File: config.mk
export PLATFORM = sky130hd
export DESIGN_NAME = mdu_top
export DESIGN_NICKNAME = d
export VERILOG_FILES = /design/src/rtl/mdu_pkg.sv /design/src/rtl/mdu_decode.sv /design/src/rtl/mdu_mul.sv /design/src/rtl/mdu_div.sv /design/src/rtl/mdu_top.sv
export SDC_FILE = /design/constraint.sdc
export NUM_CORES = 2
export LEC_CHECK = 0
export ABC_AREA = 1
export BUFFER_PORTS_ARGS = -buffer_cell sky130_fd_sc_hd__buf_2
export CAP_MARGIN = 20
export CORE_MARGIN = 4
export CORE_UTILIZATION = 70
export DETAILED_ROUTE_END_ITERATION = 10
export PLACE_DENSITY = 0.85
export SLEW_MARGIN = 20
export SYNTH_ARGS = -nofsm -noshare
export SYNTH_HDL_FRONTEND = slang
export SYNTH_HIERARCHICAL = 1
export SYNTH_SLANG_ARGS = --single-unit
File: constraint.sdc
create_clock -name clk -period 12.2 [get_ports clk]
set_clock_uncertainty 0.1 [all_clocks]
set_input_delay 0.61 -clock clk [delete_from_list [all_inputs] [get_ports clk]]
set_output_delay 0.61 -clock clk [all_outputs]
set_load 0.05 [all_outputs]
File: src/rtl/mdu_pkg.sv
package mdu_pkg;

  typedef enum logic [2:0] {
    OP_MUL    = 3'd0,
    OP_MULH   = 3'd1,
    OP_MULHSU = 3'd2,
    OP_MULHU  = 3'd3,
    OP_DIV    = 3'd4,
    OP_DIVU   = 3'd5,
    OP_REM    = 3'd6,
    OP_REMU   = 3'd7
  } mdu_op_e;

  typedef enum logic [1:0] {
    ST_IDLE,
    ST_MUL,
    ST_DIV,
    ST_FIX
  } mdu_state_e;

  localparam logic [6:0] OPC_REG_ARITH = 7'b0110011;
  localparam logic [6:0] F7_MULDIV     = 7'b0000001;

endpackage

File: src/rtl/mdu_decode.sv
module mdu_decode
  import mdu_pkg::*;
(
  input  logic [31:0] insn,
  output logic        hit,
  output mdu_op_e     op,
  output logic        is_div,
  output logic        sgn_a,
  output logic        sgn_b
);

  logic unused_fields;
  assign unused_fields = ^{insn[24:15], insn[11:7]};

  always_comb begin
    hit    = (insn[6:0] == OPC_REG_ARITH) && (insn[31:25] == F7_MULDIV);
    op     = mdu_op_e'(insn[14:12]);
    is_div = insn[14];
    unique case (op)
      OP_MULH:        begin sgn_a = 1'b1; sgn_b = 1'b1; end
      OP_MULHSU:      begin sgn_a = 1'b1; sgn_b = 1'b0; end
      OP_DIV, OP_REM: begin sgn_a = 1'b1; sgn_b = 1'b1; end
      default:        begin sgn_a = 1'b0; sgn_b = 1'b0; end
    endcase
  end

endmodule

File: src/rtl/mdu_mul.sv
module mdu_mul #(
  parameter int XLEN = 32
) (
  input  logic [XLEN-1:0] a,
  input  logic [XLEN-1:0] b,
  input  logic            sgn_a,
  input  logic            sgn_b,
  input  logic            upper,
  output logic [XLEN-1:0] prod
);

  localparam int PW = 2 * XLEN;

  logic [PW-1:0] ext_a, ext_b, full;

  // Sign extension to the full product width keeps the product exact modulo 2^PW
  assign ext_a = {{XLEN{sgn_a & a[XLEN-1]}}, a};
  assign ext_b = {{XLEN{sgn_b & b[XLEN-1]}}, b};
  assign full  = ext_a * ext_b;
  assign prod  = upper ? full[PW-1:XLEN] : full[XLEN-1:0];

endmodule

File: src/rtl/mdu_div.sv
module mdu_div #(
  parameter int XLEN = 32
) (
  input  logic            clk,
  input  logic            rst,
  input  logic            start,
  input  logic [XLEN-1:0] dvd,
  input  logic [XLEN-1:0] dvs,
  output logic            last,
  output logic [XLEN-1:0] quo,
  output logic [XLEN-1:0] rem
);

  localparam int CW = $clog2(XLEN);
  localparam logic [CW-1:0] LAST_STEP = CW'(XLEN - 1);

  logic            run_q;
  logic [CW-1:0]   cnt_q;
  logic [XLEN-1:0] q_q, r_q, d_q;
  logic [XLEN:0]   shifted, trial;

  assign shifted = {r_q, q_q[XLEN-1]};
  assign trial   = shifted - {1'b0, d_q};
  assign last    = run_q && (cnt_q == LAST_STEP);
  assign quo     = q_q;
  assign rem     = r_q;

  always_ff @(posedge clk) begin
    if (rst) begin
      run_q <= 1'b0;
      cnt_q <= '0;
      q_q   <= '0;
      r_q   <= '0;
      d_q   <= '0;
    end else if (start) begin
      run_q <= 1'b1;
      cnt_q <= '0;
      q_q   <= dvd;
      r_q   <= '0;
      d_q   <= dvs;
    end else if (run_q) begin
      r_q   <= trial[XLEN] ? shifted[XLEN-1:0] : trial[XLEN-1:0];
      q_q   <= {q_q[XLEN-2:0], ~trial[XLEN]};
      cnt_q <= cnt_q + 1'b1;
      if (last) run_q <= 1'b0;
    end
  end

  AST_PARTIAL_REM_BELOW_DIVISOR: assert property (@(posedge clk) disable iff (rst)
    (run_q && d_q != '0) |-> (r_q < d_q));

  AST_START_ONLY_WHEN_STOPPED: assert property (@(posedge clk) disable iff (rst)
    start |-> !run_q);

endmodule

File: src/rtl/mdu_top.sv
module mdu_top
  import mdu_pkg::*;
#(
  parameter int XLEN = 32
) (
  input  logic            clk,
  input  logic            rst,
  input  logic            req_valid,
  input  logic [31:0]     insn,
  input  logic [XLEN-1:0] src_a,
  input  logic [XLEN-1:0] src_b,
  output logic            busy,
  output logic            done,
  output logic [XLEN-1:0] result
);

  localparam int MSB = XLEN - 1;
  localparam int LW  = $clog2(XLEN + 2) + 1;

  mdu_state_e      state_q;
  mdu_op_e         dec_op, op_q;
  logic            dec_hit, dec_div, dec_sa, dec_sb;
  logic            sa_q, sb_q;
  logic [XLEN-1:0] a_q, b_q;
  logic [XLEN-1:0] mag_a, mag_b, mul_res, div_quo, div_rem;
  logic [XLEN-1:0] q_fix, r_fix;
  logic            accept, div_start, div_last;

  mdu_decode u_dec (
    .insn   (insn),
    .hit    (dec_hit),
    .op     (dec_op),
    .is_div (dec_div),
    .sgn_a  (dec_sa),
    .sgn_b  (dec_sb)
  );

  assign busy      = (state_q != ST_IDLE);
  assign accept    = req_valid && dec_hit && !busy;
  assign div_start = accept && dec_div;
  assign mag_a     = (dec_sa && src_a[MSB]) ? -src_a : src_a;
  assign mag_b     = (dec_sb && src_b[MSB]) ? -src_b : src_b;

  mdu_mul #(.XLEN(XLEN)) u_mul (
    .a     (a_q),
    .b     (b_q),
    .sgn_a (sa_q),
    .sgn_b (sb_q),
    .upper (op_q != OP_MUL),
    .prod  (mul_res)
  );

  mdu_div #(.XLEN(XLEN)) u_div (
    .clk   (clk),
    .rst   (rst),
    .start (div_start),
    .dvd   (mag_a),
    .dvs   (mag_b),
    .last  (div_last),
    .quo   (div_quo),
    .rem   (div_rem)
  );

  // Sign correction after the magnitude divide
  always_comb begin
    if (b_q == '0)
      q_fix = '1;
    else if (sa_q && (a_q[MSB] ^ b_q[MSB]))
      q_fix = -div_quo;
    else
      q_fix = div_quo;
    r_fix = (sa_q && a_q[MSB]) ? -div_rem : div_rem;
  end

  always_ff @(posedge clk) begin
    if (rst) begin
      state_q <= ST_IDLE;
      op_q    <= OP_MUL;
      a_q     <= '0;
      b_q     <= '0;
      sa_q    <= 1'b0;
      sb_q    <= 1'b0;
      done    <= 1'b0;
      result  <= '0;
    end else begin
      done <= 1'b0;
      unique case (state_q)
        ST_IDLE: if (accept) begin
          op_q    <= dec_op;
          a_q     <= src_a;
          b_q     <= src_b;
          sa_q    <= dec_sa;
          sb_q    <= dec_sb;
          state_q <= dec_div ? ST_DIV : ST_MUL;
        end
        ST_MUL: begin
          result  <= mul_res;
          done    <= 1'b1;
          state_q <= ST_IDLE;
        end
        ST_DIV: if (div_last) state_q <= ST_FIX;
        ST_FIX: begin
          result  <= op_q[1] ? r_fix : q_fix;
          done    <= 1'b1;
          state_q <= ST_IDLE;
        end
        default: state_q <= ST_IDLE;
      endcase
    end
  end

  // Cycles since acceptance, kept for the latency check only
  logic [LW-1:0] lat_q;
  always_ff @(posedge clk) begin
    if (rst)         lat_q <= '0;
    else if (accept) lat_q <= '0;
    else if (busy)   lat_q <= lat_q + 1'b1;
  end

  AST_FOREIGN_WORD_IGNORED: assert property (@(posedge clk) disable iff (rst)
    (!busy && req_valid && !dec_hit) |=> (!busy && !done));

  AST_MUL_ONE_CYCLE: assert property (@(posedge clk) disable iff (rst)
    (accept && !dec_div) |=> (busy ##1 (done && !busy)));

  AST_DIV_LATENCY: assert property (@(posedge clk) disable iff (rst)
    (done && op_q[2]) |-> (lat_q == LW'(XLEN + 1)));

  AST_DONE_EXCLUDES_BUSY: assert property (@(posedge clk) disable iff (rst)
    done |-> !busy);

  AST_OPERANDS_FROZEN: assert property (@(posedge clk) disable iff (rst)
    (busy && $past(busy)) |-> ($stable(a_q) && $stable(b_q) && $stable(op_q)));

  AST_DONE_SINGLE: assert property (@(posedge clk) disable iff (rst)
    done |=> !done);

  AST_RESULT_HOLDS: assert property (@(posedge clk) disable iff (rst)
    !done |-> $stable(result));

endmodule

==> reports/metrics.csv <==
stage,metric,value,unit
sta,Worst Tran Pin Value,1200,ps
sta,FMAX,101,MHz
cts,clk sink count,206,
cts,H-Tree Level Count,1,
drt,DR pass1 iterations,11,
yosys,Synth area leaders,"fa_1 (41%), nand2_1 (14%), inv_1 (13%)",
critical_path,Worst setup EP type,flop,
critical_path,CP endpoint,result[29],
power_and_ir_drop,overall power,1.54,mW
global_route,first-pass GRT wire length,284,mm
critical_path,CP Buf/Inv Count,8,
drt,Routed wire per std cell,21.6,microns
yosys,simple-gate share of the synthesized area,22.0,%
yosys,post-synth top area cell,fa_1,
global_route,vias in the first global route,52041,
critical_path,"Req. time, crit path",12570,ps
power_and_ir_drop,Leakage,31.6,nW
floorplan,die footprint,83500,sq um
critical_path,Crit path depth,31,
yosys,async set-reset flop share out of synthesis,0,%
yosys,Synth Area in XOR/XNOR,1.44,%
placement,I/O Buffers,117,
yosys,sequential-to-total area share from yosys stat,7.46,%
power_and_ir_drop,P_sw,0.381,mW
drt,via/cell ratio,5.82,
critical_path,crit-path max cell delay,950,ps
run_status,violated checks,DRC,
final_layout,Final nets,9010,
sta,RSZ-0062 raised after global routing,no,
yosys,top_reg_cell synth,dfxtp_1,
drt,Routed Wire Length,185,mm
placement,routability cong.,1.05,
global_route,Total GRT Usage,44.8,%
power_and_ir_drop,Cell Int Power,1.16,mW
critical_path,FF-to-FF Start,sa_q,
final_layout,share of layout cells above drive strength 1,4.91,%
job,Max-cap violations,0,
yosys,Compound-Gate Fraction of Synth Area,6.31,%
yosys,proportion of synthesized area in mux cells,0,%
yosys,YS warnings,6,
cts,cts repair resizes,0,
placement,DPL Wire Length,146,mm
sta,Final Setup Violations,0,
sta,setup_tns,0,ps
cts,clock latency on the worst-skew pair,550,ps
cts,CTS tree,done,
sta,Fin Hold WS,246,ps
power_and_ir_drop,pwr dens,26.9,nW/um^2
final_layout,Layout area overhead,3.23,%
critical_path,Worst R2R End,result[29],
yosys,synthesized area per cell,7.20,sq um
drt,vias,50090,
yosys,post-synth top area share,40.8,%
yosys,mapped cell area,55300,sq um
sta,worst rel slew slack,19.6,%
power_and_ir_drop,Clk pwr share,49.6,%
cts,"buffers from clock root to sink, at most",3,
cts,Root Driver,clkbuf_16,
power_and_ir_drop,Max VDD drop,104,uV
floorplan,die outline width,289,microns
global_route,largest net degree at the start of global routing,115,
run_status,outcome,"complete, but fails checks",
power_and_ir_drop,switching share of total power,24.8,%
global_route,total gr overflow,0,
critical_path,Worst EP arrival,10240,ps
critical_path,Critical Path Source Type,flop,
drt,Initial DRC Count,5515,
power_and_ir_drop,Comb power frac,6.7,%
cts,TritonCTS buffer count,24,
worst_hold_path,Hold Path Class,in2reg,
yosys,Post-synth EDFFs,0,
final_layout,Layout Utilization,73.3,%
drt,number of remaining DRC errors,3,
floorplan,die height,289,microns
global_route,initial antenna violation count,10,
yosys,Synth Register Bits,206,
sta,"Slew Viols, Final",0,
critical_path,CP Max Fanout,19,
critical_path,critical path's slowest cell,fa_1,
cts,# hold bufs at CTS,0,
floorplan,boundary pin count,133,
critical_path,Setup Crit Path Kind,reg2reg,
yosys,Post-Syn Instances,7678,
critical_path,FF-to-FF path depth,31,
yosys,largest family of logic cells by synthesized area,adder cells,
sta,final hold violation count,0,
yosys,syn nets,9153,
sta,fin crit period,9870,ps
power_and_ir_drop,sequential share of power,43.8,%
critical_path,CP startpoint,sa_q,
drt,post-route ant nets,0,
critical_path,internal reg-to-reg setup slack,2330,ps
cts,clock-pin slew on the worst setup and hold paths,60,ps
yosys,"Distinct cells, synth",60,
critical_path,"delay-heaviest family, CP",adder cells,
yosys,Synth Area in Adders,46.4,%
floorplan,Rows,102,
floorplan,core area,77800,sq um
floorplan,Initial Utilization,71.0,%
sta,period utilization,80.9,%
cts,Post CTS Setup Buffer Count,0,
## stage by stage
stage / cells / cell area, sq um / setup WS (ps)
finish: 8601 / 57100 / 2330
global route: 8593 / 57100 / 1850
CTS: 8592 / 57100 / 2560
detailed placement: 8549 / 56200 / 2620
global placement: 8549 / 56200 / 2700
floorplan: 7678 / 55300 / 4390
## cell type report
class | count | area (sq um)
Tap cell | 1040 | 1300
Clock buffer | 32 | 671
Antenna cell | 9 | 22.5
Timing Repair Buffer | 192 | 1150
Fill cell | 5845 | 20800
Sequential cell | 206 | 4130
Inverter | 2006 | 7530
Clock inverter | 11 | 156
Multi-Input combinational cell | 5105 | 42100
## routing by layer
layer | routed length, microns | global-route usage (%) | up-vias
met1 | 61700 | 53.2 | 23871
li1 | - | - | 21830
met4 | 16800 | 31.0 | 8
met2 | 82700 | 69.9 | 3374
met3 | 24200 | 14.2 | 1007
met5 | 70 | 0 | -
## layout by cell type, fill, tap and decap left out, types with 33 or more instances in the layout
cell     netlist  layout
buf_2         17     117
nor3_1        34      33
xor2_1        76      76
nand2_1     2094    2094
nand2_2       33      33
ha_1         250     250
inv_1       1985    1984
fa_1        1126    1126
nor2_1       467     467
dfxtp_1      206     202
nand3_1      238     238
buf_4          6      75
a21oi_1      275     275
o21ai_0      249     249
## cell families after synthesis
logic type	count (synthesis)
compound gates	644
simple gates	2994
flops	206
xor+xnor	91
buf+inv	2367
fa+ha+maj	1376
## cells in the mapped netlist, drive strengths merged (31+ instances only)
library cell	instances
inv	2002
dfxtp	206
nor3	42
nand3	246
xor2	76
fa	1126
clkbuf	317
o21ai	285
ha	250
nand2	2132
nand4	31
a21oi	287
buf	42
nor2	497
## worst reg2reg max path, delay by kind of cell, from the launching register on
family        cells  cell delay [ps]
buf+inv           8             1940
simple gates     14             2350
fa+ha+maj         9             4970
flops             1              440
## worst min-delay path by stage
stage / slack [ps] / start / endpoint / cells past startpoint
after floorplan: 330 / u_div/d_q[31] / u_div/d_q[31] / 2
after global placement: 330 / result[13] / result[13] / 2
after global routing: 260 / src_a[2] / a_q[2] / 3
final: 250 / src_a[2] / a_q[2] / 3
after detailed placement: 340 / result[13] / result[13] / 2
after CTS: 240 / src_a[2] / a_q[2] / 3
## registers in the layout (all words and copies together), names as in the netlist
name	cells
a_q	32
b_q	32
done	1
op_q	3
result	32
sa_q	1
sb_q	1
state_q	2
u_div/cnt_q	5
u_div/d_q	32
u_div/quo	32
u_div/rem	32
u_div/run_q	1
## power by group through the flow
stage	clock network (mW)	logic (mW)	registers (mW)
floorplan	0	0.0560	0.688
global placement	0	0.0963	0.688
detailed placement	0	0.0971	0.688
CTS	0.760	0.0987	0.673
global route	0.789	0.109	0.672
finish	0.761	0.103	0.673
Note: power is estimated with default switching activity, not from simulation.
